$ cat src/rtl/bert_rx_pkg.sv
package bert_rx_pkg;

  localparam int REF_W  = 20;  // longest recurrence
  localparam int ZRUN_W = 14;  // zero run that forces a one

  typedef enum logic [2:0] {
    PAT_PN7     = 3'b000,
    PAT_PN11    = 3'b001,
    PAT_PN15    = 3'b010,
    PAT_PN20Z   = 3'b011,
    PAT_RSV_REP = 3'b100,
    PAT_RSV_ALT = 3'b101,
    PAT_RSV_OCT = 3'b110,
    PAT_PN9     = 3'b111
  } pat_e;

  typedef struct packed {
    logic       valid;
    logic       zsup;
    logic [4:0] tap_a;
    logic [4:0] tap_b;
  } pat_cfg_t;

  function automatic pat_cfg_t pat_cfg(input logic [2:0] sel);
    pat_cfg_t c;
    c = '{valid: 1'b1, zsup: 1'b0, tap_a: 5'd6, tap_b: 5'd7};
    case (pat_e'(sel))
      PAT_PN7:   begin c.tap_a = 5'd6;  c.tap_b = 5'd7;  end
      PAT_PN11:  begin c.tap_a = 5'd9;  c.tap_b = 5'd11; end
      PAT_PN15:  begin c.tap_a = 5'd14; c.tap_b = 5'd15; end
      PAT_PN20Z: begin c.tap_a = 5'd17; c.tap_b = 5'd20; c.zsup = 1'b1; end
      PAT_PN9:   begin c.tap_a = 5'd5;  c.tap_b = 5'd9;  end
      default:   c.valid = 1'b0;
    endcase
    return c;
  endfunction

endpackage

$ cat src/rtl/bert_rx_ref.sv
module bert_rx_ref
  import bert_rx_pkg::*;
(
  input  logic       clk_i,
  input  logic       rst_ni,
  input  logic       bit_en_i,
  input  logic       rx_bit_i,
  input  logic       track_i,
  input  logic       zsup_i,
  input  logic [4:0] tap_a_i,
  input  logic [4:0] tap_b_i,
  output logic       exp_bit_o,
  output logic       hist_zero_o
);
  logic [REF_W-1:0] hist_q;
  logic pa, pb, pred, zrun, shift_in, any_set;

  always_comb begin
    pa = 1'b0;
    pb = 1'b0;
    any_set = 1'b0;
    for (int i = 0; i < REF_W; i++) begin
      if (5'(i + 1) == tap_a_i) pa = hist_q[i];
      if (5'(i + 1) == tap_b_i) pb = hist_q[i];
      if (5'(i) < tap_b_i)      any_set = any_set | hist_q[i];
    end
  end

  assign pred        = pa ^ pb;
  assign zrun        = zsup_i && (hist_q[ZRUN_W-1:0] == '0);
  assign exp_bit_o   = pred | zrun;
  assign hist_zero_o = !any_set;
  // free-run on prediction when locked or when the line bit is a forced one
  assign shift_in    = (track_i || zrun) ? pred : rx_bit_i;

  always_ff @(posedge clk_i or negedge rst_ni)
    if (!rst_ni)       hist_q <= '0;
    else if (bit_en_i) hist_q <= {hist_q[REF_W-2:0], shift_in};
endmodule

$ cat config.mk
export PLATFORM = sky130hd
export DESIGN_NAME = bert_rx_ref
export DESIGN_NICKNAME = d
export VERILOG_FILES = /design/src/rtl/bert_rx_pkg.sv /design/src/rtl/bert_rx_ref.sv
export SDC_FILE = /design/constraint.sdc
export NUM_CORES = 1
export LEC_CHECK = 0
export ABC_AREA = 1
export BUFFER_PORTS_ARGS = -buffer_cell sky130_fd_sc_hd__buf_2
export CORE_MARGIN = 8
export CORE_UTILIZATION = 63
export CTS_CLUSTER_SIZE = 12
export DETAILED_ROUTE_END_ITERATION = 7
export GPL_ROUTABILITY_DRIVEN = 0
export PLACE_DENSITY_LB_ADDON = 0.25
export SLEW_MARGIN = 30
export SYNTH_ARGS = -nofsm -noshare
export SYNTH_HDL_FRONTEND = slang
export SYNTH_SLANG_ARGS = --single-unit
$ cat constraint.sdc
create_clock -name clk_i -period 3.8 [get_ports clk_i]
set_input_delay 0.38 -clock clk_i [delete_from_list [all_inputs] [get_ports clk_i]]
set_output_delay 0.38 -clock clk_i [all_outputs]
set_load 0.05 [all_outputs]
Word level (Yosys, flattened, before mapping)
Index checks and enable logic that the tools add are counted.
{"block": "totals", "register_bits": 20, "in_bits": 16, "out_inout_bits": 2, "word_cells": 147}
{"block": "op_classes", "magnitude_cmp": 20, "n_eq_ne": 40, "n_mux": 61, "n_bitwise": 21, "n_reduce_logical": 4}
{"operator": "4-bit by 5-bit == test with 1-bit output (first input constant)", "count": 16}
{"operator": "1-bit 2-to-1 mux", "count": 61}
{"operator": "5-bit == test (first input constant)", "count": 10}
{"operator": "3-bit by 5-bit == test with 1-bit output (first input constant)", "count": 8}
{"operator": "4-bit by 5-bit less-than comparator with 1-bit output (first input constant)", "count": 8}
{"operator": "2-bit by 5-bit == test with 1-bit output (first input constant)", "count": 4}
{"operator": "3-bit by 5-bit less-than comparator with 1-bit output (first input constant)", "count": 4}
{"operator": "5-bit less-than comparator (first input constant)", "count": 4}
{"operator": "1-bit bitwise OR", "count": 20}
{"operator": "14-bit zero test", "count": 1}
{"operator": "1-bit by 5-bit == test with 1-bit output (first input constant)", "count": 2}
{"operator": "1-bit by 5-bit less-than comparator with 1-bit output (first input constant)", "count": 2}
{"operator": "2-bit by 5-bit less-than comparator with 1-bit output (first input constant)", "count": 2}
{"operator": "1-bit logical AND", "count": 1}
{"operator": "1-bit zero test", "count": 1}
{"operator": "1-bit logical OR", "count": 1}
{"operator": "1-bit XOR", "count": 1}

Logic depth before layout (Yosys ltp)
{"block": "depth", "depth_word": 41, "ltp_mapped": 23, "mapped_depth_nobuf": 22}

Worst setup path after synthesis
Ideal clock, no wire load.
{"block": "synth_path", "path_kind": "input to output", "from": "input port tap_b_i[3]", "to": "output port hist_zero_o", "arrival_ns": 3.718, "required_ns": 3.420, "slack_ns": -0.298, "cell_stages": 10, "path_buffers": 1, "cell_sequence": "buf_6 nor2_1 inv_1 nor2_1 inv_2 nor2_1 nor4_1 nor3_1 nand2_1 a2111oi_0"}
{"block": "synth_between", "elab_chain_cells": 41, "elab_cells_between_ends": 60, "cone_classes": "order compare (20); mux (20); bitwise (19); reduce/logical (1)"}
{"item": "start, declared", "line_no": "bert_rx_ref.sv:11", "rtl": "input logic [4:0] tap_b_i,"}
{"item": "1-bit by 5-bit less-than comparator with 1-bit output", "line_no": "bert_rx_ref.sv:25", "rtl": "if (5'(i) < tap_b_i) any_set = any_set | hist_q[i];"}
{"item": "1-bit 2-to-1 mux", "line_no": "bert_rx_ref.sv:25"}
{"item": "1-bit bitwise OR", "line_no": "bert_rx_ref.sv:25"}
{"item": "1-bit 2-to-1 mux", "line_no": "bert_rx_ref.sv:25"}
{"item": "1-bit bitwise OR", "line_no": "bert_rx_ref.sv:25"}
{"item": "1-bit 2-to-1 mux", "line_no": "bert_rx_ref.sv:25"}
{"item": "1-bit bitwise OR", "line_no": "bert_rx_ref.sv:25"}
{"item": "1-bit 2-to-1 mux", "line_no": "bert_rx_ref.sv:25"}
{"item": "[25 not listed]"}
{"item": "1-bit 2-to-1 mux", "line_no": "bert_rx_ref.sv:25"}
{"item": "1-bit bitwise OR", "line_no": "bert_rx_ref.sv:25"}
{"item": "1-bit 2-to-1 mux", "line_no": "bert_rx_ref.sv:25"}
{"item": "1-bit bitwise OR", "line_no": "bert_rx_ref.sv:25"}
{"item": "1-bit 2-to-1 mux", "line_no": "bert_rx_ref.sv:25"}
{"item": "1-bit bitwise OR", "line_no": "bert_rx_ref.sv:25"}
{"item": "1-bit 2-to-1 mux (*)", "line_no": "bert_rx_ref.sv:25"}
{"item": "1-bit zero test (*)", "line_no": "bert_rx_ref.sv:32", "rtl": "assign hist_zero_o = !any_set;"}
{"item": "end, declared", "line_no": "bert_rx_ref.sv:13", "rtl": "output logic hist_zero_o"}
Every way passes the cells marked *; elsewhere a longest branch is shown, timed or not.

Final worst setup path
{"block": "layout_path", "from": "register hist_q[2]", "to": "output port exp_bit_o"}
{"block": "layout_between", "elab_chain_cells": 20, "elab_cells_between_ends": 40, "cone_classes": "mux (36); bitwise (2); reduce/logical (2)"}
{"item": "start, declared", "line_no": "bert_rx_ref.sv:15", "rtl": "logic [REF_W-1:0] hist_q;"}
{"item": "start signal, assigned", "line_no": "bert_rx_ref.sv:38", "rtl": "else if (bit_en_i) hist_q <= {hist_q[REF_W-2:0], shift_in};"}
{"item": "1-bit 2-to-1 mux (on tied branches) (18 in series)", "line_no": "bert_rx_ref.sv:23, bert_rx_ref.sv:24"}
{"item": "1-bit XOR", "line_no": "bert_rx_ref.sv:29", "rtl": "assign pred = pa ^ pb;"}
{"item": "1-bit bitwise OR (*)", "line_no": "bert_rx_ref.sv:31", "rtl": "assign exp_bit_o = pred | zrun;"}
{"item": "end, declared", "line_no": "bert_rx_ref.sv:12", "rtl": "output logic exp_bit_o,"}
Marked as above.

==> flow_summary.json <==
{
  "synth-compound-area-share": 0.139,
  "hold_ws_ns": 0.00935,
  "hold_path.class": "in -> async",
  "synth_top_area_share": 0.302,
  "largest_registers": "hist_q: 20 flops",
  "first_global_vias": 1637,
  "remaining_drc_errors": 0,
  "min_period_ns": 2.69,
  "hold_buffers": 0,
  "crit_path_max_fanout": 6,
  "worstSetupEndpointType": "output port",
  "max-cap-violations": 0,
  "drive_gt1_frac": 0.141,
  "fin_nets": 301,
  "top_register": "hist_q",
  "synth_xor_area_frac": 0,
  "leakage_uw": 0.000857,
  "yosysMostFrequentCell": "nand2_1",
  "clockBufferDepth": 2,
  "avgSynthCellArea_um2": 6.17,
  "floorplan.initialDensity": 0.670,
  "syn-instance-count": 269,
  "ys_top_cells_by_area": "dfrtp_1, nand2_1, inv_1",
  "vias_per_cell": 5.94,
  "dr.pass1.iters": 6,
  "setup_tns_ns": 0,
  "synthSimpleGateAreaFrac": 0.433,
  "irDropWorstVdd_mv": 0.342,
  "post-cts-setup-buffers": 0,
  "gr-total-overflow": 0,
  "cts_tree": "yes",
  "wl_per_cell_um": 15.0,
  "path_class": "reg -> out",
  "synth.largest_area_cell": "dfrtp_1",
  "rsz0062_at_grt": "false",
  "place_ws_ns": 1.24,
  "synth_mux_area_frac": 0,
  "status": "finished clean",
  "clockRootBuffer": "clkbuf_4",
  "start_kind": "register",
  "antenna_cells": 0,
  "core_area_um2": 2480,
  "critPathArrivalTime_ns": 2.31,
  "vias": 1864,
  "die_x_um": 67.3,
  "ys_warn_count": 0,
  "drt-total-wl_um": 4720,
  "syn_nets": 285,
  "cts_buffers": 3,
  "post-route-period-util": 0.707,
  "worst_pin_slew_ns": 0.452,
  "critical_path_required_ns": 3.42,
  "synth_common_cells": "nand2_1, inv_1, nor2_1",
  "dieArea_um2": 4530,
  "finalMaxSlewViolations": 0,
  "fin_ws_ns": 1.11,
  "synthArstFlopShare": 1.00,
  "synthAdderAreaFrac": 0,
  "area_growth_pct": 7.16,
  "grt_first_pass_wirelength_um": 7650,
  "synth-seq-cells": 20,
  "ant_nets": 0,
  "clock-sinks": 20,
  "largest_register_ffs": 20,
  "hold_viol_final": 0,
  "clkTransAtPathRegs_ns": 0.10,
  "dp_hpwl_um": 3600,
  "slew_headroom": 0.698,
  "gr-usage-all-layers": 0.217,
  "synth_cell_types": 29,
  "synthFlopType": "dfrtp_1",
  "finalClockSkew_ns": 0.00194,
  "max_freq_mhz": 372,
  "power_density_nw_per_um2": 347,
  "synth_top_family_by_area": "simple AND/OR/NAND/NOR gates",
  "ys_seq_area_frac": 0.302,
  "netlist_area_um2": 1660,
  "setup_viol": 0,
  "antenna_found_initial": 0,
  "clock_latency_ns": 0.30,
  "fp.dieH_um": 67.3,
  "rows": 18,
  "drt_iter0_drc": 250,
  "io_pins": 18,
  "synth_edf_count": 0,
  "grt_max_degree": 33,
  "htreeDepth": 1,
  "cts_resized": 0,
  "io_buffer_count": 17
}
==> critical path, cell delays in order, from the launching register on <==
cell	delay (ns)
dfrtp_1	0.53
nor2_1	0.09
nor2_1	0.09
nand2_1	0.06
nand2_1	0.05
nand2_1	0.04
nand2_1	0.05
nand2_1	0.06
nand4_1	0.07
nor2_1	0.05
nand4_1	0.06
nand2_1	0.06
nand4_1	0.07
nor2_1	0.04
nor2_1	0.20
nand3_1	0.14
nand3_1	0.09
buf_2	0.26
==> cell type report <==
| cell class | count | area (µm²) |
|---|---|---|
| Timing Repair Buffer | 17 | 85.1 |
| Clock buffer | 4 | 36.3 |
| Fill cell | 233 | 699 |
| Sequential cell | 20 | 500 |
| Inverter | 45 | 169 |
| Multi-Input combinational cell | 198 | 950 |
| Tap cell | 30 | 37.5 |
==> layer usage <==
layer  vias to the layer above  GRT usage  part of all wire
li1                        920          -                 -
met1                       806      0.297              0.42
met2                       117      0.332              0.45
met3                        21     0.0166             0.093
met4                         0      0.120             0.036
met5                         -          0                 0
==> worst paths after layout <==
check | slack [ns] | start | endpoint | cells past startpoint
hold reg to reg | 0.49 | hist_q[13]$_DFFE_PN0P_ | hist_q[14]$_DFFE_PN0P_ | 2
setup reg to reg | 1.85 | hist_q[0]$_DFFE_PN0P_ | hist_q[0]$_DFFE_PN0P_ | 18
setup / recovery | 1.11 | hist_q[2]$_DFFE_PN0P_ | exp_bit_o | 17
max in group asynchronous | 3.49 | rst_ni | hist_q[5]$_DFFE_PN0P_ | 1
min in group clk_i | 0.39 | rx_bit_i | hist_q[0]$_DFFE_PN0P_ | 5
hold / removal | 0.009 | rst_ni | hist_q[4]$_DFFE_PN0P_ | 1
==> kinds of logic after synthesis <==
logic type             Yosys count
buffers and inverters           51
AND/OR/NAND/NOR                159
AO/OA/AOI/OAI                   39
flip-flops                      20
==> layout by cell type (no fill, tap or decap), drive strengths merged, types with 4 or more instances in the layout <==
cell,synthesis,routed
clkbuf,3,4
nor2,33,33
nand3,24,24
o21ai,25,25
buf,3,17
inv,44,44
nor3,5,5
nand2,79,79
nand4,15,15
dfrtp,20,20
==> stage by stage <==
| step | power (µW) | instances | util | cell area [µm²] |
|---|---|---|---|---|
| after detailed placement | 494 | 310 | 0.703 | 1740 |
| after CTS | 617 | 314 | 0.718 | 1780 |
| after floorplan | 423 | 269 | - | 1660 |
| final | 617 | 314 | 0.718 | 1780 |
| after global placement | 492 | 310 | 0.703 | 1740 |
| after global routing | 657 | 314 | 0.718 | 1780 |
==> where the power goes <==
part	internal, µW	switching (µW)	leakage [µW]
registers	247	53.1	0.000262
clock network	58.5	61.2	0.0000210
logic	62.3	135	0.000575
(Power assumes the default switching activity.)
